## config.mk

```make
export PLATFORM = sky130hd
export DESIGN_NAME = dual_short_dma
export DESIGN_NICKNAME = d
export VERILOG_FILES = /design/src/rtl/dsd_pkg.sv /design/src/rtl/dsd_unit.sv /design/src/rtl/dsd_engine.sv /design/src/rtl/dual_short_dma.sv
export SDC_FILE = /design/constraint.sdc
export NUM_CORES = 1
export LEC_CHECK = 0
export ABC_AREA = 1
export BUFFER_PORTS_ARGS = -buffer_cell sky130_fd_sc_hd__buf_2
export CAP_MARGIN = 15
export CELL_PAD_IN_SITES_DETAIL_PLACEMENT = 0
export CELL_PAD_IN_SITES_GLOBAL_PLACEMENT = 1
export CORE_AREA = 2 2 226 161
export DETAILED_ROUTE_END_ITERATION = 7
export DIE_AREA = 0 0 228 163
export PLACE_DENSITY = 0.81
export SYNTH_ARGS = -nofsm -noshare
export SYNTH_HDL_FRONTEND = slang
export SYNTH_SLANG_ARGS = --single-unit
```

## constraint.sdc

```tcl
create_clock -name clk -period 2.5 [get_ports clk]
set_input_delay 0.25 -clock clk [delete_from_list [all_inputs] [get_ports clk]]
set_output_delay 0.25 -clock clk [all_outputs]
set_load 0.02 [all_outputs]
```

## src/rtl/dsd_pkg.sv

```systemverilog
`timescale 1ns/1ps
package dsd_pkg;
    typedef enum logic [2:0] {
        FLD_MAR = 3'd0,
        FLD_IOA = 3'd1,
        FLD_CNT = 3'd2,
        FLD_CTL = 3'd3,
        FLD_ENA = 3'd4
    } fld_t;

    typedef enum logic [1:0] {
        ST_IDLE  = 2'd0,
        ST_READ  = 2'd1,
        ST_WRITE = 2'd2
    } eng_st_t;

    localparam int unsigned N_EVT = 8;
endpackage

```

## src/rtl/dsd_unit.sv

```systemverilog
`timescale 1ns/1ps
module dsd_unit
    import dsd_pkg::*;
#(
    parameter int UNIT_ID = 0,
    parameter int AW      = 24,
    parameter int CW      = 16,
    parameter int IOW     = 8,
    parameter int RPTW    = 8
) (
    input  logic              clk,
    input  logic              rst_n,
    input  logic              wr_en,
    input  logic [2:0]        wr_field,
    input  logic [AW-1:0]     wr_data,
    input  logic [2:0]        rd_field,
    input  logic [N_EVT-1:0]  events,
    input  logic              halt,
    input  logic              step_done,
    output logic              xfer_req,
    output logic              dir_o,
    output logic              word_o,
    output logic              halt_o,
    output logic              irq_o,
    output logic [AW-1:0]     ptr_o,
    output logic [IOW-1:0]    io_o,
    output logic [AW-1:0]     rd_data
);
    localparam int RW = CW + 1;

    logic [7:0]     ctrl;
    logic [AW-1:0]  mar, ptr, step, ptr_nx;
    logic [IOW-1:0] ioa;
    logic [CW-1:0]  cnt;
    logic [RW-1:0]  left, full_load, rep_load;
    logic           en, pend, irq, hit;
    logic           idle_m, rep_m, last;

    assign idle_m    = ctrl[5] & ctrl[3];
    assign rep_m     = ctrl[5] & ~ctrl[3];
    assign full_load = (cnt == '0) ? (RW'(1) << CW) : RW'(cnt);
    assign rep_load  = (cnt[RPTW-1:0] == '0) ? (RW'(1) << RPTW) : RW'(cnt[RPTW-1:0]);
    assign step      = ctrl[7] ? AW'(2) : AW'(1);
    assign ptr_nx    = idle_m ? ptr : (ctrl[6] ? ptr - step : ptr + step);
    assign last      = (left == RW'(1));

    generate
        if (UNIT_ID == 0) begin : g_side_a
            assign hit    = (ctrl[2:1] != 2'b11) & events[ctrl[2:0]];
            assign halt_o = (ctrl[2:1] == 2'b11);
        end else begin : g_side_b
            assign hit    = events[ctrl[2:0]];
            assign halt_o = 1'b0;
        end
    endgenerate

    always_ff @(posedge clk or negedge rst_n) begin
        if (!rst_n) begin
            ctrl <= '0; mar <= '0; ptr <= '0; ioa <= '0; cnt <= '0;
            left <= '0; en <= 1'b0; pend <= 1'b0; irq <= 1'b0;
        end else if (wr_en) begin
            unique case (fld_t'(wr_field))
                FLD_MAR: mar  <= wr_data;
                FLD_IOA: ioa  <= wr_data[IOW-1:0];
                FLD_CNT: cnt  <= wr_data[CW-1:0];
                FLD_CTL: ctrl <= wr_data[7:0];
                FLD_ENA: begin
                    en   <= wr_data[7];
                    irq  <= 1'b0;
                    pend <= 1'b0;
                    left <= rep_m ? rep_load : full_load;
                    ptr  <= mar;
                end
                default: ;
            endcase
        end else begin
            if (step_done) begin
                if (!last) begin
                    left <= left - RW'(1);
                    ptr  <= ptr_nx;
                end else if (rep_m) begin
                    left <= rep_load;
                    ptr  <= mar;
                end else begin
                    en  <= 1'b0;
                    irq <= ctrl[3];
                end
            end
            if (hit && en && !halt) pend <= 1'b1;
            else if (step_done)     pend <= 1'b0;
        end
    end

    always_comb begin
        unique case (fld_t'(rd_field))
            FLD_MAR: rd_data = mar;
            FLD_IOA: rd_data = AW'({8'hFF, ioa});
            FLD_CNT: rd_data = AW'(cnt);
            FLD_CTL: rd_data = AW'(ctrl);
            FLD_ENA: rd_data = AW'({en, 7'b0});
            default: rd_data = '0;
        endcase
    end

    assign xfer_req = pend & en & ~halt;
    assign dir_o    = ctrl[4];
    assign word_o   = ctrl[7];
    assign irq_o    = irq;
    assign ptr_o    = ptr;
    assign io_o     = ioa;
endmodule

```

## src/rtl/dsd_engine.sv

```systemverilog
`timescale 1ns/1ps
module dsd_engine
    import dsd_pkg::*;
#(
    parameter int AW  = 24,
    parameter int DW  = 16,
    parameter int IOW = 8
) (
    input  logic                clk,
    input  logic                rst_n,
    input  logic [1:0]          req,
    input  logic [1:0]          dir,
    input  logic [1:0]          word,
    input  logic [1:0][AW-1:0]  ptr,
    input  logic [1:0][IOW-1:0] io,
    input  logic                m_ack,
    input  logic [DW-1:0]       m_rdata,
    output logic                m_req,
    output logic                m_we,
    output logic                m_word,
    output logic [AW-1:0]       m_addr,
    output logic [DW-1:0]       m_wdata,
    output logic [1:0]          done,
    output logic                busy
);
    eng_st_t       st, st_nx;
    logic          cur;
    logic [DW-1:0] data;
    logic [AW-1:0] io_full;

    assign io_full = {{(AW-IOW){1'b1}}, io[cur]};

    always_comb begin
        st_nx = st;
        unique case (st)
            ST_IDLE:  if (req != 2'b00) st_nx = ST_READ;
            ST_READ:  if (m_ack)        st_nx = ST_WRITE;
            ST_WRITE: if (m_ack)        st_nx = ST_IDLE;
            default:                    st_nx = ST_IDLE;
        endcase
    end

    always_ff @(posedge clk or negedge rst_n) begin
        if (!rst_n) st <= ST_IDLE;
        else        st <= st_nx;
    end

    always_ff @(posedge clk or negedge rst_n) begin
        if (!rst_n) begin
            cur  <= 1'b0;
            data <= '0;
        end else begin
            if (st == ST_IDLE && req != 2'b00) cur  <= ~req[0];
            if (st == ST_READ && m_ack)        data <= m_rdata;
        end
    end

    always_comb begin
        m_req   = 1'b0;
        m_we    = 1'b0;
        m_addr  = '0;
        done    = 2'b00;
        unique case (st)
            ST_IDLE: ;
            ST_READ: begin
                m_req  = 1'b1;
                m_addr = dir[cur] ? io_full : ptr[cur];
            end
            ST_WRITE: begin
                m_req  = 1'b1;
                m_we   = 1'b1;
                m_addr = dir[cur] ? ptr[cur] : io_full;
                if (m_ack) done[cur] = 1'b1;
            end
            default: ;
        endcase
        m_word  = word[cur];
        m_wdata = data;
        busy    = (st != ST_IDLE);
    end
endmodule

```

## src/rtl/dual_short_dma.sv

```systemverilog
`timescale 1ns/1ps
module dual_short_dma
    import dsd_pkg::*;
#(
    parameter int AW   = 24,
    parameter int CW   = 16,
    parameter int IOW  = 8,
    parameter int DW   = 16,
    parameter int RPTW = 8
) (
    input  logic          clk,
    input  logic          rst_n,
    input  logic          reg_we,
    input  logic          reg_unit,
    input  logic [2:0]    reg_field,
    input  logic [AW-1:0] reg_wdata,
    output logic [AW-1:0] reg_rdata,
    input  logic [3:0]    tmr_evt,
    input  logic          tx_empty,
    input  logic          rx_full,
    input  logic          dreq_n,
    output logic          m_req,
    output logic          m_we,
    output logic          m_word,
    output logic [AW-1:0] m_addr,
    output logic [DW-1:0] m_wdata,
    input  logic          m_ack,
    input  logic [DW-1:0] m_rdata,
    output logic [1:0]    irq_end
);
    logic                dreq_q, halt_all, eng_busy;
    logic [N_EVT-1:0]    events;
    logic [1:0]          unit_req, unit_dir, unit_word, unit_halt, eng_done;
    logic [1:0][AW-1:0]  unit_ptr, unit_rd;
    logic [1:0][IOW-1:0] unit_io;

    always_ff @(posedge clk or negedge rst_n) begin
        if (!rst_n) dreq_q <= 1'b1;
        else        dreq_q <= dreq_n;
    end

    assign events   = {~dreq_n, dreq_q & ~dreq_n, rx_full, tx_empty, tmr_evt};
    assign halt_all = |unit_halt;

    for (genvar u = 0; u < 2; u++) begin : g_unit
        dsd_unit #(.UNIT_ID(u), .AW(AW), .CW(CW), .IOW(IOW), .RPTW(RPTW)) u_unit (
            .clk      (clk),
            .rst_n    (rst_n),
            .wr_en    (reg_we && (reg_unit == 1'(u))),
            .wr_field (reg_field),
            .wr_data  (reg_wdata),
            .rd_field (reg_field),
            .events   (events),
            .halt     (halt_all),
            .step_done(eng_done[u]),
            .xfer_req (unit_req[u]),
            .dir_o    (unit_dir[u]),
            .word_o   (unit_word[u]),
            .halt_o   (unit_halt[u]),
            .irq_o    (irq_end[u]),
            .ptr_o    (unit_ptr[u]),
            .io_o     (unit_io[u]),
            .rd_data  (unit_rd[u])
        );
    end

    assign reg_rdata = unit_rd[reg_unit];

    dsd_engine #(.AW(AW), .DW(DW), .IOW(IOW)) u_eng (
        .clk    (clk),
        .rst_n  (rst_n),
        .req    (unit_req),
        .dir    (unit_dir),
        .word   (unit_word),
        .ptr    (unit_ptr),
        .io     (unit_io),
        .m_ack  (m_ack),
        .m_rdata(m_rdata),
        .m_req  (m_req),
        .m_we   (m_we),
        .m_word (m_word),
        .m_addr (m_addr),
        .m_wdata(m_wdata),
        .done   (eng_done),
        .busy   (eng_busy)
    );
endmodule

```

======== Word-level counts from Yosys, hierarchy flattened ========
Cells that the tools add are included.
Widths: inputs -> output; s select.
word-level totals
  bits in registers ....................... 220
cells by class
  add/sub/neg operators ................... 6
  $lt $le $gt $ge ......................... 5
  equality and inequality tests ........... 21
  multiplexer cells ....................... 85
  bitwise logic cells ..................... 16
  reduce and logical (&&, ||, !) cells .... 41
operator list
  cell                   number
  $mux 24                20
  $pmux 24 s5            2
  $mux 17                14
  $add 24x24->24         2
  $pmux 24 s2            1
  $sub 24x24->24         2
  $eq 17x1->1 const B    2
  $sub 17x1->17 const B  2
  $mux 1                 33
  $logic_not 16->1       2
  $reduce_and 2->1       10
  $mux 9                 2
  $logic_not 8->1        2
  $mux 8                 2
  $reduce_and 4->1       4
  $mux 2                 7
  $ne 2x2->1 const B     6
  $and 1x1->1            10
  $reduce_bool 2->1      5
  $logic_and 1x1->1      9
  $reduce_and 3->1       3
  $lt 3x4->1 const B     2
  $bmux 1 s3             2
  $eq 3x2->1 const B     2
  17 further kinds       28

======== Logic depth before layout (Yosys ltp) ========
Gate-level depths: netlist of run 1.
  word-level depth ........................ 9
  gate-level depth with buffers ........... 15

======== Hierarchy ========
From an unflattened synthesis of run 1, not the netlist that was laid out.
second synthesis, totals
  cell total of the unflattened synthesis .. 2497
  area, all modules ....................... 16189.3 um2
modules (own cells, without submodules)
  module                        instances  cells each  area each (um2)  seq. area each (um2)
  dsd_unit at g_unit[0].u_unit  1          1044        6939.2           2502.4
  dsd_unit at g_unit[1].u_unit  1          1040        6897.9           2502.4
  dsd_engine                    1          326         1938.1           475.5
  dual_short_dma                1          87          414.1            26.3

======== Worst setup path after synthesis of run 1 ========
No wires, ideal clock.
  kind .................................... flip-flop to flip-flop
  start point ............................. register g_unit[1].u_unit.ctrl[6]
  end point ............................... register g_unit[1].u_unit.ptr[12]
  library setup time ...................... 0.116 ns
  arrival time ............................ 2.087 ns
  data required time ...................... 2.384 ns
  slack ................................... 0.297 ns
  stages on the path, launching flop included .. 13
  cell sequence ........................... dfrtp_1 inv_1 nor2_1 fa_1 nand2_1 nand2_1 nand2_1 o21ai_0 nand2_1 nand3_1 nand3_1 nand2_1 nand2_1
between the ends
  longest elaborated chain between the ends .. 5
ends and longest elaborated chain
  what                      line            source
  start: declaration        dsd_unit.sv:31  logic [7:0] ctrl;
  start signal: assignment  dsd_unit.sv:66  FLD_CTL: ctrl <= wr_data[7:0];
  $mux 24 (2 in series)     dsd_unit.sv:44  assign ptr_nx = idle_m ? ptr : (ctrl[6] ? ptr - step : ptr + step);
  $mux 24                   dsd_unit.sv:78  if (!last) begin
  $mux 24                   dsd_unit.sv:77  if (step_done) begin
  $mux 24                   dsd_unit.sv:61  end else if (wr_en) begin
  end signal: assignment    dsd_unit.sv:72  ptr <= mar;
  end signal: assignment    dsd_unit.sv:80  ptr <= ptr_nx;
  end signal: assignment    dsd_unit.sv:83  ptr <= mar;
  end: declaration          dsd_unit.sv:32  logic [AW-1:0] mar, ptr, step, ptr_nx;
No other way between the ends. The select of a mux whose other input is x is not followed.
A chain may end at the register's enable or synchronous reset.

======== Worst setup path in the final report of run 1 ========
  start point ............................. register u_eng.cur
  end point ............................... output port m_addr[2]
between the ends
  longest elaborated chain between the ends .. 4
  elaborated cells on any way between the ends .. 9
  classes of those cells .................. mux: 9
ends and longest elaborated chain
  what                                                                line                                source
  start: declaration                                                  dsd_engine.sv:27                    logic cur;
  start signal: assignment                                            dsd_engine.sv:53                    if (st == ST_IDLE && req != 2'b00) cur <= ~req[0];
  $mux 8 (implied by the code) (tied with other cells) (2 in series)  dsd_engine.sv:31                    assign io_full = {{(AW-IOW){1'b1}}, io[cur]};
  $mux 24 (on tied branches)                                          dsd_engine.sv:72, dsd_engine.sv:67
  $pmux 24 s2 (*)                                                     dsd_engine.sv:63                    unique case (st)
  end: declaration                                                    dual_short_dma.sv:25                output logic [AW-1:0] m_addr,
Mark *: on every way between the ends. The rest lies on a longest branch, timed or not. The select of a mux whose other input is x is not followed.

==> run metrics, run 1 <==
R2R depth 11; post-route cell area 17,800 sq um; DR iter-0 viols 1,345; FF+latch area 5510 sq um; first-pass GRT wire length 81,300 microns; reg2reg start g_unit[1].u_unit.ctrl[6]$_DFFE_PN0P_; Crit path arrival time 2.26 ns; clock skew 0.0326 ns; Data required, critical path 2.25 ns; min-delay worst type in2reg; cell area after synthesis 15,200 sq um; core area 35,300 sq um; dominant cells by area after synthesis dfrtp_1 (36%), nand2_1 (19%), inv_1 (6.9%); routed wire length 52,700 microns; port bufs 123; CTS tree yes; Final min period 2.51 ns; IO Count 124; Yosys top cell area share 35.9%; via-per-instance ratio 5.29; RSZ-0062 raised after global routing yes; drt wl/cell 18.1 microns; top_reg_cell synth dfrtp_1; area of the multi-input gates 8340 sq um; GRT Resource Usage Total 28.1%; register bit total from synthesis 220; Clk pwr share 20.2%; total power 20.8 mW; Die W 228 microns; Synth Area in Adders 4.61%; post-synthesis simple-gate area fraction 32.4%; n_diodes 0; Synth Instances 2,272; H-tree levels 1; die area 37,200 sq um; fin nets 2,519; Synth Area in Compound Gates 13.6%; final hold vios 0; final setup fails 3; Synth area leader dfrtp_1; violated checks setup timing; clock latency on the worst-skew pair 0.58 ns; pin count of the biggest net entering global routing 68; cts bufs inserted 26; largest family of logic cells by synthesized area simple AND/OR/NAND/NOR gates; final worst setup slack -0.00946 ns; Max Fclk 398 MHz; DPL Wire Length 39,900 microns; critical path type reg2out; sequential element share of the synthesized area 36.1%; CTS Buffer Depth 3; syn_nets 2,382; DP Area 16,400 sq um; nature of the critical path endpoint output port; RR Endpoint g_unit[1].u_unit.ptr_o[18]$_DFFE_PN0P_; Final Cycle Share 100%; Critical Path End m_addr[2]; # fillers 3,631; syn_area_per_cell 6.71 sq um; Final GP Congestion 0.971; Post-synth EDFFs 0; post-synthesis mux area share 1.52%; min-delay src reg_wdata[13]; Synth cell types 52; ratio of cells with drive above 1 in the final layout 12.9%; Async SR Flop Fraction 100%; count leader, synth nand2_1; total gr overflow 0; Root Buffer Master clkbuf_16; Detail Route Antenna Nets 0; Pint 11.1 mW; Max Cap Violations 0; status finished with violations; vias in the first global route 14,200; YS warnings 0; final core utilization 50.4%; Reg2Reg Setup Slack 0.16 ns; top post-synthesis cells by count nand2_1 (775), inv_1 (281), dfrtp_1 (219); row count 58; die height 163 microns; vias 15,400; initial antenna violation count 0; Power Dens Cells 1170 nW/um^2; Synth Area in XOR/XNOR 1.67%; worst slew pin tran 0.678 ns; CP Launch Type register; area grow syn2layout 16.7%; Sw Ratio 46.7%; Logic pwr share 50.8%; number of remaining DRC errors 0; leakage 9.28 nW; NetSw 9.70 mW; Slew headroom 54.7%; crit-path max FO 8; drt pass-1 iters 7; CTS clock-pin slew for the worst setup and hold paths 0.07 ns; Starting Density 43.2%; Final Max Tran Viols 0; Flop pwr share 29.0%; worst setup path startpoint u_eng.cur$_DFFE_PN0P_; worst vdd ir 0.000479 V; clk sinks 220
-- flip-flops by register name, indices dropped and copies added (netlist names) --
signal,count
dreq_q,1
g_unit.u_unit.cnt,32
g_unit.u_unit.ctrl,16
g_unit.u_unit.en,2
g_unit.u_unit.io_o,16
g_unit.u_unit.irq_o,2
g_unit.u_unit.left,34
g_unit.u_unit.mar,48
g_unit.u_unit.pend,2
g_unit.u_unit.ptr_o,48
u_eng.cur,1
u_eng.m_wdata,16
u_eng.st,2
-- repair_timing --
item | in CTS | in global routing
endpoints found under the setup margin | 24 | 31
hold buffers | 26 | 0
buffers inserted | 2 | 3
pin swaps | 15 | 7
endpoints found under the hold margin | 95 | 0
resized for setup | 35 | 22
-- metrics by stage --
stage	std cells	setup slack (ns)	hold slack [ns]	TNS, ns
final	2907	-0.00946	0.0433	-0.0199
after global routing	2907	-0.0565	0.0465	-0.528
after CTS	2904	-0.0159	0.0185	-0.0427
after detailed placement	2830	0.147	0.254	0
after global placement	2830	0.133	0.266	0
after floorplan	2272	0.297	-0.0456	0
-- cell usage in the layout (no fill, tap or decap), drive strengths merged, types with 13 or more instances in the layout --
master,instances
buf,162
xnor2,13
dfrtp,219
clkbuf,37
o211ai,13
o21ai,236
mux2,17
nand2,786
inv,295
nor2,220
nor3,16
nand3,130
xor2,16
ha,53
nand4,20
a21oi,77
dlygate4sd3,26
-- worst min path at each step --
stage	end	slack [ns]	cells after the start
after floorplan	g_unit[0].u_unit.cnt[0]$_DFFE_PN0P_	-0.05	0
after global placement	g_unit[0].u_unit.ptr_o[23]$_DFFE_PN0P_	0.27	1
after detailed placement	g_unit[0].u_unit.ptr_o[23]$_DFFE_PN0P_	0.25	1
after CTS	g_unit[1].u_unit.mar[13]$_DFFE_PN0P_	0.02	3
after global routing	g_unit[0].u_unit.mar[13]$_DFFE_PN0P_	0.05	3
final	g_unit[0].u_unit.cnt[13]$_DFFE_PN0P_	0.04	3
-- worst max-delay path, cell delays in order (launching register included) --
cell      delay (ns)
dfrtp_2         0.44
or2_4           0.25
o21ai_4         0.09
or2_4           0.16
nand2_4         0.08
inv_8           0.09
o211ai_1        0.18
a21oi_2         0.24
buf_4           0.17
-- layout make-up --
cell class	instances	share of cell area, %
flip-flops and latches	220	31.0
clock inverters	9	0.992
multi-input cells	1677	46.9
clock buffers	37	4.28
well taps	480	3.38
inverters	296	6.36
repair buffers	188	7.14
-- power groups by stage --
stage          combinational (mW)  sequential, mW  clock (mW)
2_1_floorplan                7.07            5.75           0
6_report                     10.6            6.03        4.19
4_1_cts                      10.3            6.01        4.25
5_1_grt                      11.8            6.16        4.40
3_3_place_gp                 9.79            6.01           0
3_5_place_dp                 9.89            6.04           0
-- cells by family (layout without fill, tap and decap cells) --
group	Yosys count	in the layout
AO/OA/AOI/OAI	375	375
XOR/XNOR	29	29
adder cells (fa/ha/maj)	55	55
buffers and inverters	375	530
flip-flops	220	220
multiplexers	21	21
AND/OR/NAND/NOR	1197	1197
-- metal layers --
layer	part of all wire (%)	global-route usage, %	wire length (microns)	vias up
met3	8.4	5.27	4420	85
met2	43	42.8	22500	591
li1	-	-	-	7556
met5	0	0	0	-
met4	3.0	8.20	1570	0
met1	46	40.6	24200	7143
No activity file was read; power rests on OpenSTA's default activity.
==> run 2, diff against run 1 <==
Settings changed: HOLD_SLACK_MARGIN set to 0.02, SETUP_SLACK_MARGIN set to 0.3.
==> run metrics, run 2 (synthesized netlist as in run 1, its figures left out) <==
cts bufs inserted 26; min-delay worst type in2reg; fin nets 2,553; Final min period 2.55 ns; Max Cap Violations 0; Final Cycle Share 102%; CP Cell Sequence or2_4, o21ai_4, or2_4, nand2_8, clkinv_8, o211ai_1, a21oi_2, buf_6; min-delay src reg_wdata[9]; leakage 9.60 nW; critical path type reg2out; Place WS 0.0871 ns; # fillers 3,455; Die W 228 microns; CP Launch Type register; Crit path arrival time 2.30 ns; Worst path top cell family by delay compound AO/OA/AOI/OAI gates; worst setup path startpoint u_eng.cur$_DFFE_PN0P_; DR iter-0 viols 1,383; vias 15,800; IO Count 124; Data required, critical path 2.25 ns; reg2reg start g_unit[0].u_unit.ctrl[6]$_DFFE_PN0P_; RSZ-0062 raised after global routing yes; fin cells 2,943; Max Fclk 393 MHz; depth of the worst hold-timing path 3; nature of the critical path endpoint output port; CP max stage delay 0.44 ns; first-pass GRT wire length 82,600 microns; commonest cells after routing, fill and taps aside nand2_1 (717), inv_1 (264), dfrtp_1 (214), o21ai_0 (197), nor2_1 (166); area of the multi-input gates 9440 sq um; initial antenna violation count 0; final hold vios 0; port bufs 123; H-tree levels 1; ratio of cells with drive above 1 in the final layout 22.0%; Slew headroom 53.9%; hold slack final 0.0414 ns; placed cell count 2,833; Slowest-stage cell, CP dfrtp_2; violated checks setup timing; Starting Density 43.2%; met1 usage 40.9%; Final GP Congestion 0.969; core area 35,300 sq um; area grow syn2layout 27.1%; row count 58; die area 37,200 sq um; CTS Buffer Depth 3; clk sinks 220; GRT Resource Usage Total 28.3%; Levels on crit path 8; Critical Path End m_addr[5]; pin count of the biggest net entering global routing 54; CTS clock-pin slew for the worst setup and hold paths 0.07 ns; drt wl/cell 18.6 microns; Final Max Tran Viols 0; status finished with violations; Detail Route Antenna Nets 0; number of remaining DRC errors 0; n_diodes 0; drt pass-1 iters 6; CTS tree yes; final worst setup slack -0.0469 ns; via-per-instance ratio 5.36; Top cell by count, worst path or2_4; die height 163 microns; grt peak-use layer met2; clock latency on the worst-skew pair 0.58 ns; RR Endpoint g_unit[0].u_unit.ptr_o[19]$_DFFE_PN0P_; DPL Wire Length 40,100 microns; vias in the first global route 14,400; clock skew 0.0423 ns; FF+latch area 5510 sq um; crit-path max FO 8; R2R depth 13; worst slew pin tran 0.690 ns; CP Buf/Inv Count 2; routed wire length 54,800 microns; final setup fails 2; commonest non-fill, non-tap cell in the layout nand2_1; worst vdd ir 0.000569 V; Power Dens Cells 1210 nW/um^2; Reg2Reg Setup Slack 0.32 ns; GR Util met3 5.08%; M2 GR Usage 42.8%; total gr overflow 0; Root Buffer Master clkbuf_16
run 2: changes by cell type in the layout (fill, tap and decap cells not counted), moves of 24 or more:
cell and delta:
nand2_2 +48, nor2_2 +24, ha_4 +34, nand2_1 -58, ha_1 -40, nor2_1 -38
run 2: timing repair:
action / 4_1_cts / 5_1_grt
endpoints found under the hold margin: 81 / 0
pin swaps: 19 / 61
setup endpoints to repair: 43 / 73
gates cloned: 1 / 3
hold buffers: 26 / 0
resized for setup: 107 / 244
setup buffers: 7 / 25
run 2: layout make-up:
cell class              instances  share of cell area (%)
clock inverters                18                    1.32
inverters                     296                    5.84
flip-flops and latches        220                    28.4
well taps                     480                    3.10
multi-input cells            1677                    48.7
clock buffers                  30                    3.49
repair buffers                222                    9.07
run 2: layer usage:
metal / vias up / part of all wire [%]
li1: 7641 / -
met2: 601 / 43
met4: 0 / 3.6
met3: 112 / 7.3
met1: 7432 / 46
met5: - / 0
run 2: per-stage QoR:
step | cell area [sq um] | power (mW) | setup TNS, ns | utilization (%)
floorplan | 15200 | 12.8 | 0 | -
global placement | 16400 | 15.8 | 0 | 46.5
detailed placement | 16400 | 15.9 | 0 | 46.5
CTS | 18100 | 21.3 | -0.0550 | 51.2
global route | 19400 | 24.9 | -0.138 | 54.9
finish | 19400 | 23.4 | -0.0516 | 54.9
run 2: worst reg2reg max path: cells and delay by family (launching register included):
family        cells  cell delay (ns)
flops             1             0.45
buf+inv           4             0.48
simple gates      8             0.79
fa+ha+maj         1             0.31
run 2: how the worst min path moves through the flow:
stage	to	slack [ns]
2_1_floorplan	g_unit[0].u_unit.cnt[0]$_DFFE_PN0P_	-0.05
3_3_place_gp	g_unit[1].u_unit.ptr_o[19]$_DFFE_PN0P_	0.20
3_5_place_dp	g_unit[1].u_unit.ptr_o[19]$_DFFE_PN0P_	0.20
4_1_cts	g_unit[0].u_unit.cnt[9]$_DFFE_PN0P_	0.04
5_1_grt	g_unit[0].u_unit.mar[9]$_DFFE_PN0P_	0.07
6_report	g_unit[0].u_unit.cnt[9]$_DFFE_PN0P_	0.04
run 2: report_power, final:
group          switching (mW)  total, mW  leakage [nW]  internal (mW)
clock network            1.70       4.18         0.442           2.48
registers                1.44       6.20          2.76           4.76
logic                    7.79       13.0          6.40           5.19
total                    10.9       23.4          9.60           12.4
